<file path="src/rtl/lrc_pkg.sv">
package lrc_pkg;
  typedef enum logic [1:0] {
    FM_HW     = 2'b00,
    FM_TABLE  = 2'b01,
    FM_DIRECT = 2'b10,
    FM_RSVD   = 2'b11
  } freq_mode_e;

  typedef enum logic [1:0] {
    ACT_NONE = 2'd0,
    ACT_AUTO = 2'd1,
    ACT_MAN  = 2'd2,
    ACT_HW   = 2'd3
  } rec_act_e;

  typedef enum logic [1:0] {
    ST_WATCH = 2'd0,
    ST_ACT   = 2'd1,
    ST_RST   = 2'd2,
    ST_DONE  = 2'd3
  } ctl_st_e;
endpackage

</file>
<file path="src/rtl/lrc_timeout.sv">
module lrc_timeout #(
  parameter int TIMEOUT = 64
) (
  input  logic clk_i,
  input  logic rst_ni,
  input  logic run_i,
  input  logic kick_i,
  output logic expire_o
);
  localparam int CW = (TIMEOUT > 2) ? $clog2(TIMEOUT) : 1;
  localparam logic [CW-1:0] LAST = CW'(TIMEOUT - 1);

  logic [CW-1:0] cnt_q;

  assign expire_o = run_i && !kick_i && (cnt_q == LAST);

  always_ff @(posedge clk_i or negedge rst_ni) begin
    if (!rst_ni)                 cnt_q <= '0;
    else if (!run_i || kick_i)   cnt_q <= '0;
    else if (expire_o)           cnt_q <= '0;
    else                         cnt_q <= cnt_q + 1'b1;
  end


  idle_clear_chk: assert property (@(posedge clk_i) disable iff (!rst_ni)
    !run_i |=> (cnt_q == '0));


  kick_clear_chk: assert property (@(posedge clk_i) disable iff (!rst_ni)
    kick_i |=> (cnt_q == '0));
endmodule

</file>
<file path="src/rtl/lrc_pair_track.sv">
module lrc_pair_track #(
  parameter int N_W = 9,
  parameter int M_W = 7
) (
  input  logic           clk_i,
  input  logic           rst_ni,
  input  logic           prog_i,
  input  logic [N_W-1:0] new_n_i,
  input  logic [M_W-1:0] new_m_i,
  output logic [N_W-1:0] act_n_o,
  output logic [M_W-1:0] act_m_o,
  output logic [N_W-1:0] prv_n_o,
  output logic [M_W-1:0] prv_m_o
);
  always_ff @(posedge clk_i or negedge rst_ni) begin
    if (!rst_ni) begin
      act_n_o <= '0;
      act_m_o <= '0;
      prv_n_o <= '0;
      prv_m_o <= '0;
    end else if (prog_i) begin
      prv_n_o <= act_n_o;
      prv_m_o <= act_m_o;
      act_n_o <= new_n_i;
      act_m_o <= new_m_i;
    end
  end


  prev_shift_chk: assert property (@(posedge clk_i) disable iff (!rst_ni)
    prog_i |=> (prv_n_o == $past(act_n_o)) && (prv_m_o == $past(act_m_o)));
endmodule

</file>
<file path="src/rtl/lrc_policy.sv">
module lrc_policy
  import lrc_pkg::*;
(
  input  logic       auto_en_i,
  input  logic [1:0] rec_mode_i,
  input  logic [1:0] freq_mode_i,
  input  logic       chan_src_i,
  output rec_act_e   act_o
);
  rec_act_e req;
  freq_mode_e fm;

  assign fm = freq_mode_e'(freq_mode_i);

  always_comb begin
    if (auto_en_i)               req = ACT_AUTO;
    else if (rec_mode_i[1])      req = ACT_HW;
    else if (rec_mode_i[0])      req = ACT_MAN;
    else                         req = ACT_NONE;
  end

  always_comb begin
    unique case (fm)
      FM_DIRECT: act_o = chan_src_i ? ACT_NONE : req;
      // table select: only hardware fallback is safe for the output divider
      FM_TABLE:  act_o = (req == ACT_NONE) ? ACT_NONE : ACT_HW;
      default:   act_o = ACT_NONE;
    endcase
  end
endmodule

</file>
<file path="src/rtl/lockup_recovery_ctrl.sv">
module lockup_recovery_ctrl
  import lrc_pkg::*;
#(
  parameter int N_W     = 9,
  parameter int M_W     = 7,
  parameter int TIMEOUT = 64,
  parameter int RST_W   = 4
) (
  input  logic           clk_i,
  input  logic           rst_ni,
  input  logic           wdt_en_i,
  input  logic           kick_i,
  input  logic [1:0]     rec_mode_i,
  input  logic           auto_en_i,
  input  logic [N_W-1:0] man_n_i,
  input  logic [1:0]     freq_mode_i,
  input  logic           chan_src_i,
  input  logic           prog_i,
  input  logic [N_W-1:0] new_n_i,
  input  logic [M_W-1:0] new_m_i,
  output logic [N_W-1:0] rec_n_o,
  output logic [M_W-1:0] rec_m_o,
  output logic           rec_load_o,
  output logic           hw_revert_o,
  output logic           sys_rst_o
);
  localparam int RCW = (RST_W > 1) ? $clog2(RST_W) : 1;
  localparam logic [RCW-1:0] RLAST = RCW'(RST_W - 1);

  ctl_st_e         st_q;
  rec_act_e        act_q, pol_act;
  logic [N_W-1:0]  n_q, act_n, prv_n;
  logic [M_W-1:0]  m_q, act_m, prv_m;
  logic [RCW-1:0]  rcnt_q;
  logic            run, expire;

  assign run = (st_q == ST_WATCH) && wdt_en_i;

  lrc_timeout #(.TIMEOUT(TIMEOUT)) u_timeout (
    .clk_i    (clk_i),
    .rst_ni   (rst_ni),
    .run_i    (run),
    .kick_i   (kick_i),
    .expire_o (expire)
  );

  lrc_pair_track #(.N_W(N_W), .M_W(M_W)) u_pairs (
    .clk_i   (clk_i),
    .rst_ni  (rst_ni),
    .prog_i  (prog_i),
    .new_n_i (new_n_i),
    .new_m_i (new_m_i),
    .act_n_o (act_n),
    .act_m_o (act_m),
    .prv_n_o (prv_n),
    .prv_m_o (prv_m)
  );

  lrc_policy u_policy (
    .auto_en_i   (auto_en_i),
    .rec_mode_i  (rec_mode_i),
    .freq_mode_i (freq_mode_i),
    .chan_src_i  (chan_src_i),
    .act_o       (pol_act)
  );

  always_ff @(posedge clk_i or negedge rst_ni) begin
    if (!rst_ni) begin
      st_q   <= ST_WATCH;
      act_q  <= ACT_NONE;
      n_q    <= '0;
      m_q    <= '0;
      rcnt_q <= '0;
    end else begin
      unique case (st_q)
        ST_WATCH: if (expire) begin
          st_q  <= ST_ACT;
          act_q <= pol_act;
          unique case (pol_act)
            ACT_AUTO: begin n_q <= prv_n;   m_q <= prv_m; end
            ACT_MAN:  begin n_q <= man_n_i; m_q <= act_m; end
            default:  begin n_q <= '0;      m_q <= '0;    end
          endcase
        end
        ST_ACT: begin
          st_q   <= ST_RST;
          rcnt_q <= '0;
        end
        ST_RST: begin
          if (rcnt_q == RLAST) st_q <= ST_DONE;
          else                 rcnt_q <= rcnt_q + 1'b1;
        end
        ST_DONE: if (!wdt_en_i) st_q <= ST_WATCH;
        default: st_q <= ST_WATCH;
      endcase
    end
  end

  assign rec_n_o     = n_q;
  assign rec_m_o     = m_q;
  assign rec_load_o  = (st_q == ST_ACT) && ((act_q == ACT_AUTO) || (act_q == ACT_MAN));
  assign hw_revert_o = (st_q == ST_ACT) && (act_q == ACT_HW);
  assign sys_rst_o   = (st_q == ST_RST);


  strobe_excl_chk: assert property (@(posedge clk_i) disable iff (!rst_ni)
    !(rec_load_o && hw_revert_o));


  rst_follow_chk: assert property (@(posedge clk_i) disable iff (!rst_ni)
    (rec_load_o || hw_revert_o) |=> sys_rst_o);


  hw_single_chk: assert property (@(posedge clk_i) disable iff (!rst_ni)
    hw_revert_o |=> !hw_revert_o);


  load_single_chk: assert property (@(posedge clk_i) disable iff (!rst_ni)
    rec_load_o |=> !rec_load_o);


  latch_hold_chk: assert property (@(posedge clk_i) disable iff (!rst_ni)
    ((st_q == ST_DONE) && wdt_en_i) |=> !rec_load_o && !hw_revert_o && !sys_rst_o);


  table_hw_only_chk: assert property (@(posedge clk_i) disable iff (!rst_ni)
    (freq_mode_i == 2'b01) |-> ((pol_act != ACT_AUTO) && (pol_act != ACT_MAN)));


  no_fire_idle_chk: assert property (@(posedge clk_i) disable iff (!rst_ni)
    ((st_q == ST_WATCH) && !wdt_en_i) |=> (st_q == ST_WATCH));
endmodule

</file>
<file path="config.mk">
export PLATFORM = sky130hd
export DESIGN_NAME = lockup_recovery_ctrl
export DESIGN_NICKNAME = d
export VERILOG_FILES = /design/src/rtl/lrc_pkg.sv /design/src/rtl/lrc_timeout.sv /design/src/rtl/lrc_pair_track.sv /design/src/rtl/lrc_policy.sv /design/src/rtl/lockup_recovery_ctrl.sv
export SDC_FILE = /design/constraint.sdc
export NUM_CORES = 1
export LEC_CHECK = 0
export ABC_AREA = 0
export BUFFER_PORTS_ARGS = -buffer_cell sky130_fd_sc_hd__buf_4
export CORE_MARGIN = 3
export CORE_UTILIZATION = 45
export DETAILED_ROUTE_END_ITERATION = 7
export PLACE_DENSITY = 0.67
export SLEW_MARGIN = 10
export SYNTH_ARGS = -nofsm -noshare
export SYNTH_HDL_FRONTEND = slang
export SYNTH_HIERARCHICAL = 1
export SYNTH_SLANG_ARGS = --single-unit
</file>
<file path="constraint.sdc">
create_clock -name clk_i -period 4.1 [get_ports clk_i]
set_clock_uncertainty 0.15 [all_clocks]
set_input_delay 1.025 -clock clk_i [delete_from_list [all_inputs] [get_ports clk_i]]
set_output_delay 1.025 -clock clk_i [all_outputs]
set_load 0.03 [all_outputs]
</file>
==> flow_metrics.py, run 1 <==
metrics = {
    "clock_network": {
        "hold_buffers": 0,
        "cts_tree": "done",
        "clk_pin_slew_ns": 0.06,
        "cts_setup_buffers": 0,
        "ctsResizeCount": 0,
        "cts.sinks": 60,
        "clock_latency_ns": 0.33,
        "cts-root-buf": "clkbuf_8",
        "htreeDepth": 3,
        "cts.path.max_buffers": 2,
        "numCtsBuffers": 9,
    },
    "cells_and_area": {
        "layout_commonest_cell": "dfrtp_1",
        "final_util": 0.571,
        "drive_above_1_share": 0.391,
        "area_growth_pct": 21.5,
        "mostFrequentLayoutCells": "dfrtp_1, buf_4, mux2_4",
        "nNetsFinal": 321,
        "fill_cells": 500,
        "n_antenna_cell": 0,
    },
    "power": {
        "p_int_mw": 1.13,
        "power.density_nw_per_um2": 446,
        "netSwitchingFraction": 0.258,
        "power_frac_comb": 0.190,
        "netSwitchingPower_uw": 394,
        "pwr-share-seq": 0.458,
        "ir_drop_uv": 273,
        "p_clk_frac": 0.352,
        "total_power_mw": 1.52,
        "power.static_leakage_nw": 1.63,
    },
    "routing": {
        "post-route-drc-count": 0,
        "postRouteAntennaNets": 0,
        "viasPerCell": 5.05,
        "routed_wl_um": 5060,
        "detail_route.first_pass.iterations": 4,
        "wire_per_inst_um": 14.3,
        "drtIter0Drc": 63,
        "vias": 1787,
    },
    "setup_path": {
        "crit_path_end_kind": "flop",
        "worst_path_max_delay_cell": "or2_1",
        "cp-start-kind": "input pin",
        "max_stage_delay_ns": 0.42,
        "worstPathMaxFanout": 16,
        "critPathRequiredTime_ns": 4.19,
        "rrSetupSlack_ns": 1.69,
        "crit_chain": "buf_4, inv_1, ha_1, nor2b_4, o22ai_1, a21oi_1, inv_1, ha_1, or2_1, o21ai_0",
        "cp.arrival_ns": 2.73,
        "critical_path_class": "in -> reg",
    },
    "timing": {
        "worst-slew-pin-transition_ns": 0.740,
        "period_needed_ns": 2.64,
        "worst_slack_ns": 1.46,
        "fin_tns_setup_ns": 0,
        "final-setup-viol-count": 0,
        "fin_crit_sh": 0.644,
        "relSlewSlack": 0.506,
        "rsz0062_at_grt": "no",
        "hold_viol_final": 0,
        "fmax_ghz": 0.379,
        "maxSlewViolCount": 0,
        "hold_slack_ns": 0.332,
    },
    "logic_synthesis": {
        "synthAdderAreaFrac": 0.0489,
        "synthFlopType": "dfrtp_1",
        "async_flop_share": 1.00,
        "synth_cell_types": 34,
        "synthSimpleGateAreaFrac": 0.0800,
        "synthesis.area_um2": 2820,
        "synth_top_family_by_area": "multiplexers",
        "synth-compound-area-share": 0.100,
        "synth_fp_nets": 267,
        "avgSynthCellArea_um2": 12.8,
        "ys_seq_area_frac": 0.533,
        "synthesis.instances": 220,
        "synth_mux_area_frac": 0.176,
        "ys_ff_latch": 60,
        "synth_xor_area_frac": 0.0124,
        "synth-edff-count": 0,
        "ys_warn_count": 6,
    },
    "placed_design": {
        "dp_hpwl_um": 3520,
        "post-place-ws_ns": 1.10,
        "port_buffers": 54,
        "routabilityCongestion": 0.756,
    },
    "worst_hold_path": {
        "hold_path.class": "reg -> reg",
    },
    "run": {
        "max_cap_viol_count": 0,
    },
    "die": {
        "die_h_um": 85.1,
        "die_x_um": 85.1,
        "ios": 55,
        "fp-row-count": 28,
        "start_util": 0.470,
        "core_um2": 5990,
        "dieArea_um2": 7240,
    },
    "grt": {
        "grt_max_degree": 61,
        "gr-total-overflow": 0,
        "antenna_found_initial": 0,
        "grt_pass1_wl_um": 8660,
        "first_global_vias": 1797,
        "grt.total_usage": 0.155,
    },
    "outcome": {
        "outcome": "finished clean",
    },
}
per-layer routing:
metal | vias to the layer above | GRT usage | wire [um] | share of wire
met5 | - | 0 | 0 | 0
met1 | 860 | 0.220 | 2370 | 0.47
li1 | 870 | - | - | -
met3 | 13 | 0.0301 | 220 | 0.043
met2 | 44 | 0.219 | 2340 | 0.46
met4 | 0 | 0.0950 | 135 | 0.027
registers in the layout (all words and copies together) (netlist names):
| signal | count |
|---|---|
| rec_m_o | 7 |
| u_pairs/prv_n_o | 9 |
| u_pairs/act_m_o | 7 |
| rec_n_o | 9 |
| u_pairs/prv_m_o | 7 |
| act_q | 2 |
| u_timeout/cnt_q | 6 |
| u_pairs/act_n_o | 9 |
| rcnt_q | 2 |
| st_q | 2 |
kinds of logic (layout without fill, tap and decap cells):
group | Yosys count | after routing
DFF | 60 | 60
and+or+nand+nor | 46 | 46
AOI/OAI and AO/OA | 44 | 44
muxes | 34 | 34
buffers and inverters | 21 | 80
adders and majority gates | 11 | 11
xor gates and xnor gates | 4 | 4
path summary, 6_finish.rpt:
kind / start / endpoint / depth (start not counted)
setup reg to reg: st_q[0] / rec_m_o[3] / 9
hold / removal: act_q[1] / act_q[1] / 2
setup / recovery: freq_mode_i[0] / rec_m_o[3] / 10
max in group asynchronous: rst_ni / u_pairs/act_n_o[6] / 1
hold reg to reg: act_q[1] / act_q[1] / 2
min in group asynchronous: rst_ni / act_q[1] / 1
Yosys cell counts (2+ instances only):
library cell  instances  share of area
dfrtp_1              60           0.53
mux2_4               30           0.16
nand2_1              23          0.031
a22oi_1              16          0.043
o21ai_1              12          0.021
ha_1                 11          0.049
inv_1                 9          0.012
o21ai_0               9          0.016
nor2_1                6         0.0080
clkbuf_1              5         0.0067
and2_1                4         0.0089
buf_12                3          0.021
buf_2                 3         0.0053
mux2_2                3          0.012
a21oi_2               2         0.0062
nand2b_1              2         0.0044
nand3_1               2         0.0036
nor3_1                2         0.0036
xnor2_1               2         0.0062
xor2_1                2         0.0062
cell type report:
| cell class | count | area (um^2) | share of cell area |
|---|---|---|---|
| inverter | 9 | 33.8 | 0.00988 |
| tap | 75 | 93.8 | 0.0274 |
| multi-input combinational | 139 | 1170 | 0.344 |
| clock buffer | 12 | 155 | 0.0454 |
| sequential | 60 | 1500 | 0.439 |
| timing repair buffer | 55 | 413 | 0.121 |
| clock inverter | 4 | 47.5 | 0.0139 |
through the flow:
stage | instances | instance area, um^2
2_1_floorplan | 220 | 2820
3_3_place_gp | 338 | 3220
3_5_place_dp | 338 | 3220
4_1_cts | 354 | 3420
5_1_grt | 354 | 3420
6_report | 354 | 3420
worst max-delay path, delay by kind of cell:
kind,cells,cell delay (ns)
AO/OA/AOI/OAI,3,0.48
adder cells (fa/ha/maj),2,0.42
buffers and inverters,3,0.24
AND/OR/NAND/NOR,2,0.57
power by group through the flow:
stage | Sequential (mW) | Combinational [mW] | Clock [mW]
after global placement | 0.708 | 0.286 | 0
after global routing | 0.708 | 0.331 | 0.579
after floorplan | 0.697 | 0.226 | 0
after detailed placement | 0.710 | 0.294 | 0
after CTS | 0.699 | 0.295 | 0.549
final | 0.699 | 0.290 | 0.536
Power figures use the tool's default switching activity.
==> inputs of run 2 (changes only) <==
--- a/config.mk
+++ b/config.mk
@@ -5,7 +5,7 @@
 export SDC_FILE = /design/constraint.sdc
 export NUM_CORES = 1
 export LEC_CHECK = 0
-export ABC_AREA = 0
+export ABC_AREA = 1
 export BUFFER_PORTS_ARGS = -buffer_cell sky130_fd_sc_hd__buf_4
 export CORE_MARGIN = 3
 export CORE_UTILIZATION = 45
==> constraint.sdc (replaced) <==
create_clock -name clk_i -period 2.6 [get_ports clk_i]
set_clock_uncertainty 0.15 [all_clocks]
set_input_delay 0.65 -clock clk_i [delete_from_list [all_inputs] [get_ports clk_i]]
set_output_delay 0.65 -clock clk_i [all_outputs]
set_load 0.03 [all_outputs]
==> run 2 against run 1 <==
Worst setup slack lost 1.1 ns. Largest cell class unchanged. Sequential share of layout area shrank 1.4 points. Wire length grew 13%. Critical path type unchanged.
==> flow_metrics.py, run 2 <==
metrics = {
    "worst_hold_path": {
        "hold_path.class": "in -> async",
    },
    "timing": {
        "fin_tns_setup_ns": 0,
        "hold_viol_final": 0,
        "rsz0062_at_grt": "no",
        "maxSlewViolCount": 0,
        "final-setup-viol-count": 0,
        "relSlewSlack": 0.510,
        "worst_slack_ns": 0.395,
        "fmax_ghz": 0.454,
        "fin_crit_sh": 0.848,
        "worst-slew-pin-transition_ns": 0.735,
        "period_needed_ns": 2.20,
    },
    "grt": {
        "grt_max_degree": 61,
        "first_global_vias": 2197,
        "gr-total-overflow": 0,
        "grt_pass1_wl_um": 9880,
        "antenna_found_initial": 0,
        "grt.total_usage": 0.169,
    },
    "routing": {
        "viasPerCell": 4.61,
        "drtIter0Drc": 79,
        "routed_wl_um": 5700,
        "postRouteAntennaNets": 0,
        "detail_route.first_pass.iterations": 4,
        "vias": 2252,
        "post-route-drc-count": 0,
        "wire_per_inst_um": 11.7,
    },
    "logic_synthesis": {
        "yosysTopAreaCell": "dfrtp_1",
        "synth_cell_types": 25,
        "synth.top_cell.area_share": 0.513,
        "yosysMostFrequentCell": "nand2_1",
        "synth-edff-count": 0,
        "ys_warn_count": 6,
        "ys_ff_latch": 60,
        "async_flop_share": 1.00,
        "ys_seq_area_frac": 0.513,
        "synth.area.top_cells": "dfrtp_1, nand2_1, ha_1, inv_1, nand2_2",
        "synthFlopType": "dfrtp_1",
        "synthesis.instances": 356,
        "avgSynthCellArea_um2": 8.22,
        "synthesis.area_um2": 2930,
        "synth_fp_nets": 403,
        "ys_top_cells_by_count": "nand2_1, dfrtp_1, inv_1",
    },
    "clock_network": {
        "numCtsBuffers": 9,
        "clk_pin_slew_ns": 0.06,
        "cts_tree": "done",
        "cts-root-buf": "clkbuf_8",
        "clock_latency_ns": 0.34,
        "cts.path.max_buffers": 2,
        "hold_buffers": 0,
        "cts_setup_buffers": 0,
        "cts.sinks": 60,
        "htreeDepth": 3,
        "ctsResizeCount": 0,
    },
    "cells_and_area": {
        "layout_commonest_cell": "nand2_1",
        "stdcell_area_um2": 3530,
        "drive_above_1_share": 0.220,
        "area_growth_pct": 20.7,
        "mostFrequentLayoutCells": "nand2_1, dfrtp_1, buf_4",
        "final_util": 0.579,
        "nNetsFinal": 456,
        "n_antenna_cell": 0,
    },
    "setup_path": {
        "critPathRequiredTime_ns": 2.72,
        "reg2reg_from": "st_q[0]",
        "cp.arrival_ns": 2.33,
        "rrSetupSlack_ns": 0.43,
        "reg2reg_depth": 10,
        "cp-start-kind": "input pin",
        "r2r_end": "rec_m_o[4]",
        "crit_path_end_kind": "flop",
        "critical_path_class": "in -> reg",
        "worstPathMaxFanout": 16,
        "startpoint": "freq_mode_i[0]",
    },
    "die": {
        "start_util": 0.480,
        "core_um2": 6100,
        "dieArea_um2": 7500,
        "ios": 55,
        "fp-row-count": 28,
        "die_x_um": 86.6,
        "die_h_um": 86.6,
    },
    "power": {
        "p_clk_frac": 0.449,
        "power_frac_comb": 0.081,
        "total_power_mw": 2.17,
        "power.density_nw_per_um2": 614,
        "netSwitchingFraction": 0.228,
        "power.static_leakage_nw": 2.04,
        "netSwitchingPower_uw": 493,
        "ir_drop_uv": 457,
        "p_int_mw": 1.67,
        "pwr-share-seq": 0.470,
    },
    "outcome": {
        "outcome": "finished clean",
    },
    "placed_design": {
        "routabilityCongestion": 0.796,
        "post-place-ws_ns": 0.0749,
        "port_buffers": 54,
        "placed_area_um2": 3300,
        "dp_hpwl_um": 3890,
    },
    "run": {
        "max_cap_viol_count": 0,
    },
}
[run 2: cell count changes in the layout (fill, tap and decap cells not counted), sizes merged, moves of 2 or more]
cell    change
a22oi      -16
and2        -4
inv        +13
mux2       -34
nand2     +194
nand2b      -2
nand3       +5
nand4       +2
nor2        +4
nor2b       -2
nor3        -2
o21ai      -18
o21bai      +2
[run 2: power by group through the flow]
stage	Combinational [mW]	Clock (mW)	Sequential [mW]
5_1_grt	0.205	1.02	1.03
2_1_floorplan	0.116	0	1.03
3_5_place_dp	0.180	0	1.04
4_1_cts	0.181	0.990	1.02
6_report	0.176	0.973	1.02
3_3_place_gp	0.175	0	1.04
[run 2: worst max-delay path by stage]
stage                      end  slack [ns]  cells after the start
floorplan           rec_m_o[0]        0.43                     12
global placement    rec_m_o[4]        0.21                     12
detailed placement  rec_n_o[6]        0.07                     12
CTS                 rec_n_o[6]        0.39                     12
global route        rec_n_o[6]        0.20                     12
finish              rec_n_o[6]        0.40                     12
[run 2: cells by family (layout without fill, tap and decap cells)]
group,count (synthesis),after routing,synth area share
adders and majority gates,11,11,0.0470
and+or+nand+nor,239,239,0.334
buffers and inverters,36,93,0.0791
AOI/OAI and AO/OA,7,7,0.0175
xor gates and xnor gates,3,3,0.00898
DFF,60,60,0.513
[run 2: area by class of cell]
cell class                      count  area [um^2]
Clock buffer                       12          165
Fill cell                         569         2560
Inverter                           22         90.1
Sequential cell                    60         1500
Multi-Input combinational cell    260         1190
Clock inverter                      3         68.8
Tap cell                           75         93.8
Timing Repair Buffer               56          420
[run 2: per-stage QoR]
| stage | hold slack [ns] | cells |
|---|---|---|
| finish | 0.222 | 488 |
| detailed placement | 0.309 | 473 |
| global route | 0.287 | 488 |
| CTS | 0.256 | 488 |
| floorplan | 0.204 | 356 |
| global placement | 0.304 | 473 |
[run 2: worst max-delay path, cell delays in order]
cell	delay (ns)
buf_4	0.11
inv_1	0.05
ha_1	0.14
inv_1	0.06
nor2_4	0.08
nand2_1	0.07
a21oi_1	0.22
ha_1	0.57
nand2_1	0.15
nand2_1	0.10
nand2_1	0.05
nand2_1	0.07
[run 2: per-layer routing]
layer / share of wire / wire length (um) / global-route usage / vias to the layer above
met5: 0 / 0 / 0 / -
met4: 0.0089 / 51 / 0.0680 / 0
met3: 0.056 / 318 / 0.0456 / 5
met2: 0.49 / 2800 / 0.281 / 59
met1: 0.44 / 2540 / 0.207 / 1015
li1: - / - / - / 1173
